### src/rtl/fxr_pkg.sv
package fxr_pkg;

    // How the input word is interpreted.
    typedef enum logic {
        FXR_UNSIGNED = 1'b0,
        FXR_SIGNED   = 1'b1
    } fxr_mode_e;

    // The rounding step needs a half-step bit, so at least this many fraction bits.
    localparam int FXR_MIN_FRAC = 2;

endpackage

### src/rtl/fxr_widen.sv
// Widens the raw word by one bit into a signed form picked by the mode.
module fxr_widen
    import fxr_pkg::*;
#(
    parameter int IN_W = 32
) (
    input  logic [IN_W-1:0] raw,
    input  fxr_mode_e       mode,
    output logic [IN_W:0]   wide
);

    logic fill_bit;

    always_comb begin
        unique case (mode)
            FXR_SIGNED:   fill_bit = raw[IN_W-1];
            FXR_UNSIGNED: fill_bit = 1'b0;
            default:      fill_bit = 1'b0;
        endcase
        wide = {fill_bit, raw};
    end

endmodule

### src/rtl/fxr_round.sv
// Adds one half step and drops the fraction field (round half up).
module fxr_round #(
    parameter int IN_W   = 32,
    parameter int FRAC_W = 8,
    parameter int OUT_W  = IN_W + 1
) (
    input  logic [IN_W:0]      wide,
    output logic [OUT_W-1:0]   rounded
);

    localparam int SUM_W = IN_W + 2;
    localparam logic [SUM_W-1:0] HALF_STEP = SUM_W'(1) << (FRAC_W - 1);

    logic [SUM_W-1:0]        sum;
    logic signed [SUM_W-1:0] shifted;

    always_comb begin
        sum     = {wide[IN_W], wide} + HALF_STEP;
        shifted = $signed(sum) >>> FRAC_W;
        rounded = OUT_W'(shifted);
    end

endmodule

### src/rtl/fxr_stage.sv
// One register stage, two-process form.
module fxr_stage #(
    parameter int W = 33
) (
    input  logic         clk,
    input  logic         rst_n,
    input  logic [W-1:0] d,
    output logic [W-1:0] q
);

    typedef struct packed {
        logic [W-1:0] value;
    } stage_t;

    stage_t st_d;
    stage_t st_q;

    always_comb begin
        st_d       = st_q;
        st_d.value = d;
    end

    always_ff @(posedge clk or negedge rst_n) begin
        if (!rst_n) begin
            st_q <= '0;
        end else begin
            st_q <= st_d;
        end
    end

    assign q = st_q.value;

    // once out of reset for two edges, the stage shows the previous input.
    p_reg_delay_r8: assert property (@(posedge clk) disable iff (!rst_n)
        $past(rst_n) |-> (q == $past(d)));

endmodule

### src/rtl/fxr_rounder.sv
module fxr_rounder
    import fxr_pkg::*;
#(
    parameter int INT_W   = 24,
    parameter int FRAC_W  = 8,
    parameter bit REG_OUT = 1'b1
) (
    input  logic                          clk,
    input  logic                          rst_n,
    input  logic                          mode_signed,
    input  logic [INT_W+FRAC_W-1:0]       fx_in,
    output logic [INT_W+FRAC_W:0]         int_out
);

    localparam int IN_W  = INT_W + FRAC_W;
    localparam int OUT_W = IN_W + 1;

    logic [IN_W:0]    wide;
    logic [OUT_W-1:0] rounded;

    fxr_widen #(.IN_W(IN_W)) u_widen (
        .raw  (fx_in),
        .mode (fxr_mode_e'(mode_signed)),
        .wide (wide)
    );

    fxr_round #(.IN_W(IN_W), .FRAC_W(FRAC_W), .OUT_W(OUT_W)) u_round (
        .wide    (wide),
        .rounded (rounded)
    );

    generate
        if (REG_OUT) begin : g_reg
            fxr_stage #(.W(OUT_W)) u_stage (
                .clk   (clk),
                .rst_n (rst_n),
                .d     (rounded),
                .q     (int_out)
            );
        end else begin : g_comb
            assign int_out = rounded;
        end
    endgenerate

    initial begin
        if (FRAC_W < FXR_MIN_FRAC || INT_W < 1) begin
            $display("fxr_rounder: unsupported layout INT_W=%0d FRAC_W=%0d", INT_W, FRAC_W);
        end
    end

    // Floor of the widened value, used to bound the rounding step.
    logic [OUT_W-1:0] floor_chk;
    logic [OUT_W-1:0] int_field;
    always_comb begin
        floor_chk = OUT_W'($signed(wide) >>> FRAC_W);
        int_field = {{(FRAC_W+1){wide[IN_W]}}, wide[IN_W-1:FRAC_W]};
    end

    // unsigned inputs never give a negative result.
    p_unsigned_nonneg_r2: assert property (@(posedge clk) disable iff (!rst_n)
        !mode_signed |-> !rounded[OUT_W-1]);

    // a non-negative signed input gives a non-negative result.
    p_signed_positive_r3: assert property (@(posedge clk) disable iff (!rst_n)
        (mode_signed && !fx_in[IN_W-1]) |-> !rounded[OUT_W-1]);

    // the result lies one step above the floor exactly when the fraction is at least one half.
    p_half_step_r4: assert property (@(posedge clk) disable iff (!rst_n)
        (rounded - floor_chk) == OUT_W'(fx_in[FRAC_W-1]));

    // a zero fraction passes the integer field through.
    p_exact_integer_r5: assert property (@(posedge clk) disable iff (!rst_n)
        (fx_in[FRAC_W-1:0] == '0) |-> (rounded == int_field));

endmodule

### config.mk
export PLATFORM = sky130hd
export DESIGN_NAME = fxr_rounder
export DESIGN_NICKNAME = d
export VERILOG_FILES = /design/src/rtl/fxr_pkg.sv /design/src/rtl/fxr_widen.sv /design/src/rtl/fxr_round.sv /design/src/rtl/fxr_stage.sv /design/src/rtl/fxr_rounder.sv
export SDC_FILE = /design/constraint.sdc
export NUM_CORES = 1
export LEC_CHECK = 0
export BUFFER_PORTS_ARGS = -buffer_cell sky130_fd_sc_hd__buf_4
export CAP_MARGIN = 20
export CELL_PAD_IN_SITES_DETAIL_PLACEMENT = 1
export CELL_PAD_IN_SITES_GLOBAL_PLACEMENT = 1
export CORE_UTILIZATION = 32
export CTS_BUF_LIST = sky130_fd_sc_hd__clkbuf_8 sky130_fd_sc_hd__clkbuf_16
export DETAILED_ROUTE_END_ITERATION = 16
export PLACE_DENSITY_LB_ADDON = 0.1
export SLEW_MARGIN = 25
export SYNTH_ARGS = -nofsm -noshare
export SYNTH_HDL_FRONTEND = slang
export SYNTH_SLANG_ARGS = --single-unit
export TNS_END_PERCENT = 10
### constraint.sdc
create_clock -name clk -period 0.8 [get_ports clk]
set_input_delay 0.04 -clock clk [delete_from_list [all_inputs] [get_ports clk]]
set_output_delay 0.04 -clock clk [all_outputs]
set_load 0.05 [all_outputs]
# --- Word level (Yosys, flattened, before mapping) ---
# Cells that the tools add are included.
word_totals:
  register_bits: 26
  inputBits: 35
classes:
  n_addsub: 1
  muxes: 1
  bitwise: 1
op_table:
  columns: ["op", "count"]
  rows:
  - ["33-bit by 9-bit adder with 34-bit output (second input constant)", 1]
  - ["1-bit one-hot mux with 2 select lines", 1]
  - ["1-bit NOT", 1]

# --- Logic depth before layout (Yosys ltp) ---
# Gate-level depths: netlist of run 1.
depth:
  ltp_word: 3
  ltp_mapped: 6
  ltp_nobuf: 5

# --- Modules after synthesis ---
# Synthesis of run 1 repeated with hierarchy kept, for this count alone.
hier_totals:
  hier_cells: 145
  area_unflattened_um2: 1620.3
by_module_without_submodules:
  columns: ["module", "instances", "cells_per_inst", "area_each_um2", "seq_area_each_um2"]
  rows:
  - ["fxr_stage", 1, 33, 825.8, 825.8]
  - ["fxr_round", 1, 78, 540.5, 0.0]
  - ["fxr_widen", 1, 34, 254.0, 0.0]

# --- Worst setup path after synthesis of run 1 ---
# Ideal clock, no wire load.
synth_timing:
  kind: "in2reg"
  start: "input port fx_in[7]"
  end: "register g_reg.u_stage.st_q (netlist bit g_reg.u_stage.q[23])"
  setup_time_ns: 0.122
  arrival_time_ns: 1.028
  required_ns: 0.678
  path_slack_ns: -0.350
  path_stages: 6
  path_buffers: 1
  cell_sequence: "ha_1 and4_2 and4_1 buf_4 nand4_4 xnor2_2"
synth_between:
  elab_chain_cells: 1
synth_rtl:
  columns: ["item", "line", "rtl"]
  rows:
  - ["start, declared", "fxr_rounder.sv:11", "input logic [INT_W+FRAC_W-1:0] fx_in,"]
  - ["33-bit by 9-bit adder with 34-bit output", "fxr_round.sv:18", "sum = {wide[IN_W], wide} + HALF_STEP;"]
  - ["via g_reg.u_stage.d[23]", "fxr_stage.sv:7", "input logic [W-1:0] d,"]
  - ["end signal, assigned", "fxr_stage.sv:27", "st_q <= st_d;"]
  - ["end, declared", "fxr_stage.sv:16", "stage_t st_q;"]
# The timed path passes the listed nets, and every way through them passes these cells.

# --- Final worst setup path of run 1 ---
layout_timing:
  start: "register, netlist name g_reg.u_stage.q[25]"
  end: "output port int_out[26]"
layout_lines:
  columns: ["item", "line", "rtl"]
  rows:
  - ["end, declared", "fxr_rounder.sv:12", "output logic [INT_W+FRAC_W:0] int_out"]
# No word-level cell between the ends.

==> run summary, run 1 <==
status: complete, but fails checks
failing checks: setup timing
via-per-instance ratio: 4.439
CP Capture Type: output pin
setup repair after global routing missed its margin: yes
Max clock buf depth: 2
first-pass GRT wire length: 5.064 mm
Area after DPL: 1911 µm²
hold slack: 38.45 ps
clock share of power: 26.2%
Synth top area share: 51.59%
leading area contributor after synthesis: dfrtp_1
Hold EP: g_reg.u_stage.q[10]$_DFF_PN0_
Area growth, synth to finish: 71.33%
non-filler instance count after layout: 244
CTS tree: done
Fin. Hold Viols: 0
CP startpoint kind: flip-flop
wire length per cell: 13.00 µm
cell count after synthesis: 107
Slew Viols, Final: 0
Critical Path RT: 760 ps
Worst EP arrival: 940 ps
Die Y-Extent: 64.78 µm
clock slew at reported path FFs: 100 ps
Least-Margin Pin Slew: 329.6 ps
NumNets Final: 233
Placer Congestion: 0.6980
CTS sink count: 26
final WL: 3.173 mm
Hold Crit Depth: 3
slowest stage delay, CP: 460 ps
drt initial violations: 35
Pleak: 1.023 nW
Cell Chain, Critical Path: buf_4
final setup TNS: -2476 ps
Tcrit/Tclk final: 122.0%
die area: 4196 µm²
post-route cell area: 2161 µm²
TritonRoute pass-1 iters: 2
crit path kind: reg -> out
Buf/Inv on CP: 1
Initial Util: 33.94%
Sw Share: 31.18%
post-synthesis sequential area ratio: 51.59%
largest net degree at the start of global routing: 27
flops & latches, synth: 26
Max Fclk: 1025 MHz
routed vias: 1,083
maximum fanout along the worst path: 8
H-tree level count: 1
HP Start: fx_in[18]
ANT nets after route: 0
Core Box Area: 3716 µm²
sequential fraction of design power: 43.7%
Synth Flop Type: dfrtp_1
GRT Util Overall: 15.58%
yosys warns: 0
total gr overflow: 0
post-CTS setup repair buffer count: 0
row count: 22
critical path startpoint: g_reg.u_stage.q[25]$_DFF_PN0_
PwrDens: 1516 nW/µm²
Root Buffer: clkbuf_8
Final setup violation count: 33
share of total power in combinational logic: 30.1%
Synth Cell Area: 1261 µm²
placed cell count: 232
PnR worst setup slack: -176.0 ps
Max VDD drop: 0.7449 mV
DRC Markers: 0
HPWL after DPL: 2.480 mm
syn avg cell area: 11.79 µm²
IO buf count: 60
Slew headroom: 78.03%
cell family with the largest share of critical-path delay: flip-flops
Inserted Clock Buffers: 3
Worst path slowest cell: dfrtp_2
fill count: 401
I/O Pins: 68
share of cells above drive strength 1: 54.59%
max FFs per register: 26
Die W: 64.78 µm
diode count: 0
Mapped Nets: 143
Netlist cell types: 23
fraction of registers with async set/reset: 100.0%
Post-synth top cells: 26 x dfrtp_1, 16 x xnor2_1, 14 x nand2_1
most common cell in the netlist: dfrtp_1
EDFF count, synth: 0
vias in the first global route: 1,143
Area contributors post-synth: dfrtp_1 52%, xnor2_1 11%, buf_4 4.8%, nand2_1 4.2%, xor2_1 4.2%
initial antenna violation count: 0
internal power: 2.254 mW
HP Class: in -> reg
Max-Cap Viols: 0
min Tclk post-route: 976.0 ps
Switching Power: 1.021 mW
-- worst max-delay path by stage --
stage,slack [ps],cells past startpoint,to
floorplan,-210,6,g_reg.u_stage.q[23]$_DFF_PN0_
global placement,-440,6,g_reg.u_stage.q[23]$_DFF_PN0_
detailed placement,-470,6,g_reg.u_stage.q[23]$_DFF_PN0_
CTS,-180,1,int_out[27]
global route,-210,1,int_out[26]
finish,-180,1,int_out[26]
-- layout by cell type, fill, tap and decap left out, types with 2 or more instances in the layout --
cell type,count
and3_1,2
and3_2,2
and4_4,6
buf_4,59
buf_6,27
clkbuf_8,4
dfrtp_1,25
dlygate4sd3_1,8
nand2_1,13
nand3_1,7
nand4_1,4
nand4_4,2
nor2_1,3
nor3_1,2
xnor2_1,16
xor2_1,6
-- what timing repair did --
| item | 4_1_cts | 5_1_grt |
|---|---|---|
| pin swaps | 2 | 2 |
| gates resized for setup | 31 | 3 |
| hold buffers | 8 | 0 |
| hold endpoints to repair | 33 | 0 |
| endpoints found under the setup margin | 45 | 42 |
-- power by group through the flow --
stage                     Sequential, mW  Clock, mW  Combinational (mW)
after floorplan                     1.72          0               0.196
after global placement              1.44          0               0.889
after detailed placement            1.44          0               0.903
after CTS                           1.43      0.874               0.990
after global routing                1.44      0.933                1.04
final                               1.43      0.859               0.986
-- metal layers --
metal / global-route usage (%) / vias up / wire length, µm
met2: 29.95 / 30 / 1715
li1: - / 534 / -
met3: 2.641 / 2 / 172
met1: 17.63 / 517 / 1271
met5: 0 / - / 0
met4: 3.333 / 0 / 14
-- metrics by stage --
step	setup slack [ps]	utilization (%)	power, mW
after floorplan	-214.4	-	1.918
after global placement	-440.8	51.41	2.329
after detailed placement	-472.8	51.41	2.345
after CTS	-183.1	57.91	3.296
after global routing	-207.8	58.15	3.412
final	-176.0	58.15	3.275
-- cell families after synthesis --
kind of cell               Yosys count  share of synthesized area [%]
buffers and inverters                9                          5.655
and+or+nand+nor                     47                          24.40
adders and majority gates            1                         0.9919
xor gates and xnor gates            23                          16.57
muxes                                1                         0.7937
DFF                                 26                          51.59
-- layout make-up --
type | instances | area (µm²) | share of cell area (%)
sequential | 26 | 651.9 | 30.17
multi-input combinational | 72 | 566.8 | 26.23
clock buffer | 4 | 55.05 | 2.548
tap | 48 | 60.06 | 2.779
timing repair buffer | 94 | 827.0 | 38.27
-- worst min-delay path, delay by kind of cell --
family                 cells  cell delay, ps
XOR/XNOR                   1              50
buffers and inverters      2             180
Power figures use the tool's default switching activity.
==> run 2, diff against run 1 <==
- ABC_AREA: unset -> 1
- CORE_MARGIN: unset -> 5
==> run 2 against run 1 <==
  * Via count is 29% higher
  * Combinational power is 5% higher
  * Highest routed layer unchanged
  * Final cell count is 27% higher
  * Count of clock-buffer cells in the layout is 1 lower
  * The run still ends with setup timing left
  * Critical path type unchanged
  * Global-route usage is 0.10 points lower
  * Non-clock buffer count is 2 lower
==> run summary, run 2 <==
area occupied by multi-input gates: 715.7 µm²
PwrDens: 1390 nW/µm²
most common cell after layout, fill and taps aside: buf_4
Placer Congestion: 0.8199
most common cell in the netlist: nand2_1
Max-Cap Viols: 0
Least-Margin Pin Slew: 346.8 ps
Core Box Area: 4354 µm²
EDFF count, synth: 0
row count: 24
Slew Viols, Final: 0
leading area contributor after synthesis: dfrtp_1
register area: 654.4 µm²
sequential fraction of design power: 44.4%
hold slack: 1.035 ps
Root Buffer: clkbuf_8
Critical Path RT: 760 ps
Area contributors post-synth: dfrtp_1 45%, nand2_1 15%, xor2_1 5.5%, nor2_1 5.2%, nor2_4 4.7%
initial antenna violation count: 0
CP Capture Type: output pin
Area growth, synth to finish: 61.83%
Max Fclk: 969.8 MHz
I/O Pins: 68
Inserted Clock Buffers: 3
Fin. Hold Viols: 0
clock share of power: 23.4%
PnR worst setup slack: -231.1 ps
maximum fanout along the worst path: 8
H-tree level count: 1
leading cell types in the layout, fill and taps excluded: 59 x buf_4, 56 x nand2_1, 25 x dfrtp_1, 25 x buf_6, 19 x nor2_1
Synth Flop Type: dfrtp_1
max FFs per register: 26
Initial Util: 32.90%
Buf/Inv on CP: 1
Die W: 76.91 µm
ANT nets after route: 0
Sw Share: 33.26%
Cell Chain, Critical Path: buf_4
slowest stage delay, CP: 520 ps
GRT Util Overall: 15.48%
Mapped Nets: 204
total gr overflow: 0
Tcrit/Tclk final: 128.9%
flops & latches, synth: 26
min Tclk post-route: 1031 ps
Max VDD drop: 0.5747 mV
routed vias: 1,400
syn avg cell area: 8.528 µm²
drt initial violations: 63
die area: 5915 µm²
Switching Power: 1.072 mW
via-per-instance ratio: 4.531
final core utilization: 53.25%
NumNets Final: 294
final WL: 4.313 mm
yosys warns: 0
largest net degree at the start of global routing: 27
cell count after synthesis: 168
IO buf count: 60
non-filler instance count after layout: 309
Pleak: 1.156 nW
Worst path slowest cell: dfrtp_4
HP Class: in -> reg
crit path kind: reg -> out
fraction of registers with async set/reset: 100.0%
DRC Markers: 0
HPWL after DPL: 3.470 mm
failing checks: setup timing
setup repair after global routing missed its margin: yes
Max clock buf depth: 2
Slew headroom: 76.88%
first-pass GRT wire length: 7.486 mm
diode count: 0
status: complete, but fails checks
Final setup violation count: 33
Post-synth top cells: 56 x nand2_1, 26 x dfrtp_1, 20 x nor2_1
share of total power in combinational logic: 32.1%
Synth Cell Area: 1433 µm²
Die Y-Extent: 76.91 µm
Synth top area share: 45.41%
vias in the first global route: 1,615
CTS sink count: 26
fill count: 519
TritonRoute pass-1 iters: 4
CTS tree: done
CP startpoint kind: flip-flop
share of cells above drive strength 1: 42.80%
wire length per cell: 13.96 µm
Worst EP arrival: 990 ps
Netlist cell types: 22
placed cell count: 297
internal power: 2.150 mW
clock slew at reported path FFs: 90 ps
post-synthesis sequential area ratio: 45.41%
cell family with the largest share of critical-path delay: flip-flops
==> run 2: routing by layer <==
layer	up-vias	GRT usage [%]	wire, µm	part of all wire (%)
li1	686	-	-	-
met1	670	18.48	1828	42
met2	39	28.01	2214	51
met3	5	3.044	226	5.2
met4	0	4.021	44	1.0
met5	-	0	0	0
==> run 2: cells by family (layout without fill, tap and decap cells) <==
family                     count (synthesis)  in the layout  synth area share [%]
AOI/OAI and AO/OA                          2              2                0.6980
xor gates and xnor gates                  15             15                 9.171
adders and majority gates                  1              1                0.8732
buffers and inverters                     16            105                 6.027
DFF                                       26             26                 45.41
and+or+nand+nor                          108            108                 37.82
==> run 2: final cells by class <==
cell class,instances,share of cell area [%]
flip-flops and latches,26,28.22
repair buffers,92,34.70
clock inverters,1,0.1619
clock buffers,3,1.781
inverters,9,1.457
multi-input cells,126,30.87
well taps,52,2.806
==> run 2: worst paths after layout <==
check                                               from                            end  cells past startpoint
worst max-delay path       g_reg.u_stage.q[25]$_DFF_PN0_                    int_out[28]                      1
worst min-delay path                           fx_in[31]  g_reg.u_stage.q[23]$_DFF_PN0_                      3
max in group asynchronous                          rst_n  g_reg.u_stage.q[25]$_DFF_PN0_                      2
min in group asynchronous                          rst_n   g_reg.u_stage.q[3]$_DFF_PN0_                      2
==> run 2: what timing repair did <==
action | in CTS | in global routing
endpoints found under the setup margin | 33 | 38
pin swaps | 0 | 2
hold buffers | 8 | 0
buffers inserted | 0 | 0
endpoints found under the hold margin | 33 | 0
resized for setup | 25 | 1
==> run 2: power groups by stage <==
stage	Clock, mW	Sequential [mW]	Combinational, mW
2_1_floorplan	0	1.73	0.258
3_3_place_gp	0	1.44	0.950
3_5_place_dp	0	1.44	0.965
4_1_cts	0.791	1.43	1.05
5_1_grt	0.842	1.44	1.10
6_report	0.755	1.43	1.04
==> run 2: metrics by stage <==
stage          setup TNS [ps]  setup WS [ps]  power (mW)  area, µm²
3_5_place_dp            -3194         -236.6       2.408       2097
2_1_floorplan          -103.0         -24.10       1.985       1480
6_report                -2992         -231.1       3.222       2318
3_3_place_gp            -2513         -211.4       2.390       2097
4_1_cts                 -3299         -242.6       3.269       2316
5_1_grt                 -4015         -262.6       3.387       2318
